[src/rtl/spi_rf_pkg.sv]
package spi_rf_pkg;

  localparam int ADDR_W = 6;

  // Register byte offsets
  localparam logic [ADDR_W-1:0] OFS_CTRL   = 6'h00;
  localparam logic [ADDR_W-1:0] OFS_CLKCFG = 6'h04;
  localparam logic [ADDR_W-1:0] OFS_TXFMT  = 6'h08;
  localparam logic [ADDR_W-1:0] OFS_RXFMT  = 6'h0C;
  localparam logic [ADDR_W-1:0] OFS_FRAME  = 6'h10;
  localparam logic [ADDR_W-1:0] OFS_STAT   = 6'h14;
  localparam logic [ADDR_W-1:0] OFS_IEN    = 6'h18;
  localparam logic [ADDR_W-1:0] OFS_ICLR   = 6'h1C;
  localparam logic [ADDR_W-1:0] OFS_FCTL   = 6'h20;
  localparam logic [ADDR_W-1:0] OFS_DATA   = 6'h24;

  // Writable bits per register
  localparam logic [31:0] MSK_CTRL   = 32'h0000_0001;
  localparam logic [31:0] MSK_CLKCFG = 32'h0000_70FF;
  localparam logic [31:0] MSK_TXFMT  = 32'h0000_3FFF;
  localparam logic [31:0] MSK_RXFMT  = 32'h0000_00FF;
  localparam logic [31:0] MSK_FRAME  = 32'h0000_C000;
  localparam logic [31:0] MSK_CAUSE  = 32'h0000_0019;

  // Status bit positions
  localparam int ST_BUSY = 7;
  localparam int ST_TXNF = 5;
  localparam int ST_RXNE = 0;

  // FIFO control bit positions
  localparam int FC_TXFLUSH = 12;
  localparam int FC_RXFLUSH = 4;
  localparam int FC_TXTH_LO = 8;
  localparam int FC_RXTH_LO = 0;

  // Cause positions in the register word
  localparam int CB_TXDONE = 4;
  localparam int CB_RXDONE = 3;
  localparam int CB_OVR    = 0;

  // Cause index inside the latch vector
  typedef enum int {CI_OVR = 0, CI_RXD = 1, CI_TXD = 2} cause_idx_e;
  localparam int N_CAUSE = 3;

endpackage

[src/rtl/rf_fifo.sv]
module rf_fifo #(
  parameter int WIDTH = 16,
  parameter int DEPTH = 8
) (
  input  logic             clk,
  input  logic             rst,
  input  logic             flush,
  input  logic             push,
  input  logic [WIDTH-1:0] din,
  input  logic             pop,
  output logic [WIDTH-1:0] dout,
  output logic             full,
  output logic             empty
);
  localparam int AW = (DEPTH > 1) ? $clog2(DEPTH) : 1;
  localparam int CW = $clog2(DEPTH + 1);

  logic [WIDTH-1:0] mem [DEPTH];
  logic [AW-1:0]    wptr, rptr;
  logic [CW-1:0]    cnt;
  logic             push_ok, pop_ok;

  function automatic logic [AW-1:0] nxt(input logic [AW-1:0] p);
    return (p == AW'(DEPTH - 1)) ? '0 : p + 1'b1;
  endfunction

  assign full    = (cnt == CW'(DEPTH));
  assign empty   = (cnt == '0);
  assign push_ok = push && !full && !flush;
  assign pop_ok  = pop && !empty && !flush;

  // storage without reset so it maps onto block RAM
  always_ff @(posedge clk) begin
    if (push_ok) mem[wptr] <= din;
  end

  // registered read port
  always_ff @(posedge clk) begin
    if (rst)         dout <= '0;
    else if (pop_ok) dout <= mem[rptr];
  end

  always_ff @(posedge clk) begin
    if (rst || flush) begin
      wptr <= '0;
      rptr <= '0;
      cnt  <= '0;
    end else begin
      if (push_ok) wptr <= nxt(wptr);
      if (pop_ok)  rptr <= nxt(rptr);
      case ({push_ok, pop_ok})
        2'b10:   cnt <= cnt + 1'b1;
        2'b01:   cnt <= cnt - 1'b1;
        default: cnt <= cnt;
      endcase
    end
  end

  a_r5_no_overflow: assert property (@(posedge clk) disable iff (rst)
    cnt <= CW'(DEPTH));
  a_r5_full_drop: assert property (@(posedge clk) disable iff (rst)
    (full && push && !pop && !flush) |=> full);
  a_r4_empty_pop_still: assert property (@(posedge clk) disable iff (rst)
    (empty && pop && !push) |=> (empty && $stable(dout)));
  a_r7_flush_empties: assert property (@(posedge clk) disable iff (rst)
    flush |=> empty);

endmodule

[src/rtl/rf_irq.sv]
module rf_irq #(
  parameter int N = 3
) (
  input  logic         clk,
  input  logic         rst,
  input  logic [N-1:0] set,
  input  logic [N-1:0] clr,
  input  logic [N-1:0] en,
  output logic [N-1:0] pend,
  output logic         irq
);
  always_ff @(posedge clk) begin
    if (rst) begin
      pend <= '0;
      irq  <= 1'b0;
    end else begin
      pend <= (pend & ~clr) | set;   // a raise outranks a clear
      irq  <= |(pend & en);
    end
  end

  for (genvar i = 0; i < N; i++) begin : g_chk
    a_r9_set_wins: assert property (@(posedge clk) disable iff (rst)
      set[i] |=> pend[i]);
    a_r9_clear: assert property (@(posedge clk) disable iff (rst)
      (clr[i] && !set[i]) |=> !pend[i]);
    a_r9_hold: assert property (@(posedge clk) disable iff (rst)
      (pend[i] && !clr[i]) |=> pend[i]);
  end

  a_r10_irq_low: assert property (@(posedge clk) disable iff (rst)
    (pend & en) == '0 |=> !irq);

endmodule

[src/rtl/spi_reg_front.sv]
module spi_reg_front
  import spi_rf_pkg::*;
#(
  parameter int WORD_W     = 16,
  parameter int FIFO_DEPTH = 8,
  parameter int TH_W       = 4
) (
  input  logic              clk,
  input  logic              rst,
  input  logic              bus_wr,
  input  logic              bus_rd,
  input  logic [ADDR_W-1:0] bus_addr,
  input  logic [31:0]       bus_wdata,
  output logic [31:0]       bus_rdata,
  output logic              irq,
  output logic              cfg_enable,
  output logic [31:0]       cfg_clock,
  output logic [31:0]       cfg_txfmt,
  output logic [31:0]       cfg_rxfmt,
  output logic [31:0]       cfg_frame,
  output logic [TH_W-1:0]   cfg_tx_thresh,
  output logic [TH_W-1:0]   cfg_rx_thresh,
  output logic              eng_tx_valid,
  input  logic              eng_tx_take,
  output logic [WORD_W-1:0] eng_tx_data,
  input  logic              eng_tx_done,
  input  logic              eng_busy,
  input  logic              eng_rx_push,
  input  logic [WORD_W-1:0] eng_rx_data
);
  logic [31:0] ctrl_q, clk_q, txf_q, rxf_q, frm_q, ien_q;
  logic [TH_W-1:0] txth_q, rxth_q;

  logic wr_ctrl, wr_clk, wr_txf, wr_rxf, wr_frm, wr_ien, wr_iclr, wr_fctl, wr_data;
  logic rd_data;
  logic tx_flush, rx_flush, tx_pop;
  logic tx_full, tx_empty, rx_full, rx_empty;
  logic [WORD_W-1:0] rx_dout;
  logic rx_push_ok;

  logic [N_CAUSE-1:0] c_set, c_clr, c_en, c_pend;
  logic [31:0] cause_word, stat_word, rd_mux;
  logic [31:0] rdata_q;
  logic        sel_data_q, data_ok_q;

  // ---------------- decode ----------------
  assign wr_ctrl = bus_wr && (bus_addr == OFS_CTRL);
  assign wr_clk  = bus_wr && (bus_addr == OFS_CLKCFG);
  assign wr_txf  = bus_wr && (bus_addr == OFS_TXFMT);
  assign wr_rxf  = bus_wr && (bus_addr == OFS_RXFMT);
  assign wr_frm  = bus_wr && (bus_addr == OFS_FRAME);
  assign wr_ien  = bus_wr && (bus_addr == OFS_IEN);
  assign wr_iclr = bus_wr && (bus_addr == OFS_ICLR);
  assign wr_fctl = bus_wr && (bus_addr == OFS_FCTL);
  assign wr_data = bus_wr && (bus_addr == OFS_DATA);
  assign rd_data = bus_rd && (bus_addr == OFS_DATA);

  // ---------------- configuration registers ----------------
  always_ff @(posedge clk) begin
    if (rst) begin
      ctrl_q <= '0;
      clk_q  <= '0;
      txf_q  <= '0;
      rxf_q  <= '0;
      frm_q  <= '0;
      ien_q  <= '0;
      txth_q <= '0;
      rxth_q <= '0;
    end else begin
      if (wr_ctrl) ctrl_q <= bus_wdata & MSK_CTRL;
      if (wr_clk)  clk_q  <= bus_wdata & MSK_CLKCFG;
      if (wr_txf)  txf_q  <= bus_wdata & MSK_TXFMT;
      if (wr_rxf)  rxf_q  <= bus_wdata & MSK_RXFMT;
      if (wr_frm)  frm_q  <= bus_wdata & MSK_FRAME;
      if (wr_ien)  ien_q  <= bus_wdata & MSK_CAUSE;
      if (wr_fctl) begin
        txth_q <= bus_wdata[FC_TXTH_LO +: TH_W];
        rxth_q <= bus_wdata[FC_RXTH_LO +: TH_W];
      end
    end
  end

  assign cfg_enable    = ctrl_q[0];
  assign cfg_clock     = clk_q;
  assign cfg_txfmt     = txf_q;
  assign cfg_rxfmt     = rxf_q;
  assign cfg_frame     = frm_q;
  assign cfg_tx_thresh = txth_q;
  assign cfg_rx_thresh = rxth_q;

  // ---------------- FIFOs ----------------
  assign tx_flush = wr_fctl && bus_wdata[FC_TXFLUSH];
  assign rx_flush = wr_fctl && bus_wdata[FC_RXFLUSH];
  assign tx_pop   = eng_tx_take && ctrl_q[0];

  rf_fifo #(.WIDTH(WORD_W), .DEPTH(FIFO_DEPTH)) u_txq (
    .clk(clk), .rst(rst), .flush(tx_flush),
    .push(wr_data), .din(bus_wdata[WORD_W-1:0]),
    .pop(tx_pop), .dout(eng_tx_data),
    .full(tx_full), .empty(tx_empty)
  );

  rf_fifo #(.WIDTH(WORD_W), .DEPTH(FIFO_DEPTH)) u_rxq (
    .clk(clk), .rst(rst), .flush(rx_flush),
    .push(eng_rx_push), .din(eng_rx_data),
    .pop(rd_data), .dout(rx_dout),
    .full(rx_full), .empty(rx_empty)
  );

  assign eng_tx_valid = ctrl_q[0] && !tx_empty;
  assign rx_push_ok   = eng_rx_push && !rx_full && !rx_flush;

  // ---------------- interrupt causes ----------------
  always_comb begin
    c_set = '0;
    c_clr = '0;
    c_en  = '0;
    c_set[CI_OVR] = eng_rx_push && rx_full;
    c_set[CI_RXD] = rx_push_ok;
    c_set[CI_TXD] = eng_tx_done;
    c_clr[CI_OVR] = wr_iclr && bus_wdata[CB_OVR];
    c_clr[CI_RXD] = wr_iclr && bus_wdata[CB_RXDONE];
    c_clr[CI_TXD] = wr_iclr && bus_wdata[CB_TXDONE];
    c_en[CI_OVR]  = ien_q[CB_OVR];
    c_en[CI_RXD]  = ien_q[CB_RXDONE];
    c_en[CI_TXD]  = ien_q[CB_TXDONE];
  end

  rf_irq #(.N(N_CAUSE)) u_irq (
    .clk(clk), .rst(rst), .set(c_set), .clr(c_clr), .en(c_en),
    .pend(c_pend), .irq(irq)
  );

  // ---------------- read path ----------------
  always_comb begin
    cause_word = '0;
    cause_word[CB_OVR]    = c_pend[CI_OVR];
    cause_word[CB_RXDONE] = c_pend[CI_RXD];
    cause_word[CB_TXDONE] = c_pend[CI_TXD];
    stat_word = '0;
    stat_word[ST_BUSY] = eng_busy || !tx_empty;
    stat_word[ST_TXNF] = !tx_full;
    stat_word[ST_RXNE] = !rx_empty;
  end

  always_comb begin
    case (bus_addr)
      OFS_CTRL:   rd_mux = ctrl_q;
      OFS_CLKCFG: rd_mux = clk_q;
      OFS_TXFMT:  rd_mux = txf_q;
      OFS_RXFMT:  rd_mux = rxf_q;
      OFS_FRAME:  rd_mux = frm_q;
      OFS_STAT:   rd_mux = stat_word;
      OFS_IEN:    rd_mux = ien_q;
      OFS_ICLR:   rd_mux = cause_word;
      OFS_FCTL:   rd_mux = (32'(txth_q) << FC_TXTH_LO) | (32'(rxth_q) << FC_RXTH_LO);
      default:    rd_mux = '0;
    endcase
  end

  always_ff @(posedge clk) begin
    if (rst) begin
      rdata_q    <= '0;
      sel_data_q <= 1'b0;
      data_ok_q  <= 1'b0;
    end else if (bus_rd) begin
      rdata_q    <= rd_mux;
      sel_data_q <= rd_data;
      data_ok_q  <= rd_data && !rx_empty;
    end
  end

  assign bus_rdata = sel_data_q ? (data_ok_q ? 32'(rx_dout) : '0) : rdata_q;

  a_r4_empty_read_zero: assert property (@(posedge clk) disable iff (rst)
    (rd_data && rx_empty) |=> (bus_rdata == '0));
  a_r8_overrun_keeps_full: assert property (@(posedge clk) disable iff (rst)
    (eng_rx_push && rx_full && !rd_data && !rx_flush) |=> rx_full);
  a_r3_gated_take: assert property (@(posedge clk) disable iff (rst)
    (eng_tx_take && !ctrl_q[0] && !wr_data && !tx_flush) |=> $stable(tx_empty));

endmodule

[config.mk]
export PLATFORM = sky130hd
export DESIGN_NAME = spi_reg_front
export DESIGN_NICKNAME = d
export VERILOG_FILES = /design/src/rtl/spi_rf_pkg.sv /design/src/rtl/rf_fifo.sv /design/src/rtl/rf_irq.sv /design/src/rtl/spi_reg_front.sv
export SDC_FILE = /design/constraint.sdc
export NUM_CORES = 1
export LEC_CHECK = 0
export ABC_AREA = 1
export BUFFER_PORTS_ARGS = -buffer_cell sky130_fd_sc_hd__buf_2
export CORE_MARGIN = 1.5
export CORE_UTILIZATION = 61
export DETAILED_ROUTE_END_ITERATION = 12
export GPL_ROUTABILITY_DRIVEN = 0
export MAX_ROUTING_LAYER = met4
export PLACE_DENSITY = 0.84
export SYNTH_ARGS = -nofsm -noshare
export SYNTH_HDL_FRONTEND = slang
export SYNTH_HIERARCHICAL = 1
export SYNTH_SLANG_ARGS = --single-unit
[constraint.sdc]
create_clock -name clk -period 4.62 [get_ports clk]
set_input_delay 0.693 -clock clk [delete_from_list [all_inputs] [get_ports clk]]
set_output_delay 0.693 -clock clk [all_outputs]
set_load 0.02 [all_outputs]
==> qor.csv <==
stage,metric,value,unit
cts,h-tree-depth,2,
cells_and_area,fin_nets,2081,
logic_synthesis,synth_top_area_share,44.1,%
logic_synthesis,ys_seq_area_share,58.0,%
setup_path,worstSetupStartpoint,bus_addr[1],
drt,drt_iter0_drc,1558,
drt,drt_pass1_iterations,8,
cts,cts.root.buffer_cell,clkbuf_16,
floorplanning,die_x,172,um
setup_path,crit_family,simple AND/OR/NAND/NOR gates,
logic_synthesis,synth_top_area_cell,edfxtp_1,
floorplanning,die_area,0.0296,mm2
power,power,6920,uW
logic_synthesis,synthTopCellsByArea,"edfxtp_1, dfxtp_1, nand2_1",
logic_synthesis,synth_cells,1891,
logic_synthesis,syn_area_per_cell,9.21,um2
drt,ant_nets,0,
setup_path,cp_cell_sequence,"buf_2, nor2_2, nand3_2, nor2_4, inv_2, nor2_1, nand3b_2, ha_1, ha_1, or2_2, nand2_1, nand2_1, nand2_1, nand2_1, a21oi_1",
setup_path,cp-end-kind,flop,
setup_path,slowest_stage,nor2_2,
drt,drt_wl_total,40800,um
drt,vias,13100,
logic_synthesis,synth_cell_types,41,
placed_design,port_buffers,123,
logic_synthesis,synthTopCellsByCount,"nand2_1, inv_1, edfxtp_1, nand3_1, dfxtp_1",
placed_design,place.detailed.hpwl,25800,um
timing,worst_pin_slew,1.12,ns
cts,clkSlewWorstSetupHoldPaths,0.06,ns
drt,vias_per_cell,5.45,
timing,slew_headroom,25.0,%
cells_and_area,stdcell_count,2411,
setup_path,cp.required,5.07,ns
floorplanning,core_area,0.0279,mm2
logic_synthesis,synth_most_common_cell,nand2_1,
grt,grt_pass1_wl,62900,um
timing,fin_skew,0.0152,ns
logic_synthesis,ys_warn_count,6,
grt,grt_pass1_vias,12700,
grt,grt_max_degree,68,
setup_path,cp.arrival,3.89,ns
logic_synthesis,synthArstFlopShare,0,%
setup_path,cpPeakStageDelay,0.42,ns
logic_synthesis,syn_area,0.0174,mm2
floorplanning,pin_count,249,
cts,ctsResizeCount,0,
grt,globalRouteOverflowTotal,0,
placed_design,postPlaceCellArea,0.0179,mm2
cts,hold_buffers,0,
setup_path,path_max_fanout,12,
timing,setup_violations,0,
min_path,min_path_type,in2reg,
setup_path,r2r_end,u_txq/cnt[3]$_SDFFE_PP0P_,
placed_design,place_inst,2341,
floorplanning,start_util,62.4,%
drt,route.detailed.drc,0,
cts,cts_tree,yes,
timing,rsz0062_at_grt,false,
setup_path,worstSetupPathType,in2reg,
floorplanning,rows,61,
setup_path,crit_top_cell,nand2_1,
cells_and_area,layout-drive-gt1-share,13.6,%
logic_synthesis,synth_flop_cell,edfxtp_1,
grt,grt_use_total,28.5,%
grt,antenna_found_initial,0,
setup_path,ff2ff_setup_slack,2.04,ns
power,power_density,362,mW/mm2
cts,post-cts-setup-buffer-count,0,
setup_path,endpoint,u_txq/cnt[3]$_SDFFE_PP0P_,
drt,wl_per_cell,16.9,um
cts,insertion_delay,0.53,ns
logic_synthesis,synth_edf_count,256,
power,p_leak,0.00826,uW
logic_synthesis,synth-seq-cells,377,
timing,period_share,74.5,%
timing,slew_viol_final,0,
cts,clock-sinks,377,
timing,finalHoldViolCount,0,
cells_and_area,num_antenna_cells,0,
cells_and_area,area_growth,9.62,%
timing,max_freq,291,MHz
setup_path,start_kind,input pin,
setup_path,crit_buf_inv,2,
power,ir_drop,0.000345,V
cells_and_area,fill_cells,1962,
timing,fin_setup_tns,0,ns
setup_path,reg2reg_depth,12,
setup_path,crit-reg2reg-launch,ctrl_q[0]$_SDFFE_PP0P_,
cts,cts_made_buffers,38,
cells_and_area,fin_area,0.0191,mm2
cts,clockBufferDepth,3,
flow_run,cap_violations,0,
run_status,status,"finished, final reports clean",
setup_path,path_depth,15,
floorplanning,die_h,172,um
timing,period_minus_slack,3.44,ns
worst min path at each step:
stage	startpoint	slack (ns)	cells after the start	end
floorplan	u_rxq/dout[10]$_SDFFE_PP0P_	0.44	2	u_rxq/dout[10]$_SDFFE_PP0P_
global placement	u_txq/dout[9]$_SDFFE_PP0P_	0.45	2	u_txq/dout[9]$_SDFFE_PP0P_
detailed placement	u_txq/dout[8]$_SDFFE_PP0P_	0.45	2	u_txq/dout[8]$_SDFFE_PP0P_
CTS	eng_tx_done	0.39	3	u_irq/pend[2]$_SDFF_PP0_
global route	eng_rx_data[14]	0.42	1	u_rxq/mem[3][14]$_DFFE_PP_
finish	eng_tx_done	0.40	3	u_irq/pend[2]$_SDFF_PP0_
routing by layer:
metal | share of wire, % | GRT usage, %
met5 | 0 | -
met4 | 4.2 | 15.1
met3 | 8.2 | 4.19
met2 | 50 | 47.9
met1 | 37 | 33.3
flip-flops by register name, indices dropped and copies added, names as in the netlist, 4 cells and up:
signal / flops
u_rxq/mem: 128
cfg_rx_thresh: 4
u_txq/cnt: 4
cfg_tx_thresh: 4
u_rxq/dout: 16
cfg_clock: 11
cfg_rxfmt: 8
cfg_txfmt: 14
u_rxq/cnt: 4
u_txq/mem: 128
u_txq/dout: 16
rdata_q: 16
worst register-to-register path, cell delays in order, from the launching register on:
cell and delay, ns:
dfxtp_1 0.45, nand2_1 0.15, inv_1 0.12, nand2_4 0.08, nor2_8 0.33, ha_1 0.33
ha_1 0.29, or2_2 0.32, nand2_1 0.09, nand2_1 0.06, nand2_1 0.08, nand2_1 0.07
a21oi_1 0.15
final cells by class:
type / count / area (um2) / share of cell area, %
flip-flops and latches: 377 / 10100 / 53.0
multi-input cells: 1151 / 5390 / 28.2
inverters: 286 / 1090 / 5.71
clock buffers: 52 / 1050 / 5.52
repair buffers: 149 / 813 / 4.26
well taps: 378 / 473 / 2.48
clock inverters: 18 / 159 / 0.832
through the flow:
stage          setup slack [ns]  util [%]  hold WS, ns
2_1_floorplan              1.35         -        0.441
3_3_place_gp              0.897      64.0        0.451
3_5_place_dp              0.760      64.0        0.454
4_1_cts                    1.27      68.4        0.392
5_1_grt                    1.01      68.4        0.422
6_report                   1.18      68.4        0.398
cells in the final DEF (no fill, tap or decap), drive strengths merged:
cell	n
nand2	518
dfxtp	121
conb	109
nand4	9
nand3	230
o21ai	37
a211oi	23
xnor2	4
fa	2
nand3b	2
nor2	101
clkinvlp	3
clkinv	14
o21a	2
buf	149
bufinv	2
edfxtp	256
or2	4
a311oi	1
clkbuf	52
nor3b	1
ha	14
inv	285
a21oi	94
kinds of logic after synthesis:
| family | share of synthesized area (%) |
|---|---|
| buffers and inverters | 13.3 |
| other | 0.0215 |
| AND/OR/NAND/NOR | 21.8 |
| AO/OA/AOI/OAI | 5.42 |
| flip-flops | 58.0 |
| XOR/XNOR | 0.201 |
| adder cells (fa/ha/maj) | 1.24 |
power breakdown:
group	leakage, uW	internal [uW]	switching, uW
clock network	0.000586	1720	1240
registers	0.00329	3640	15.6
logic	0.00438	54.8	243
total	0.00826	5420	1500
(Power assumes the default switching activity.)
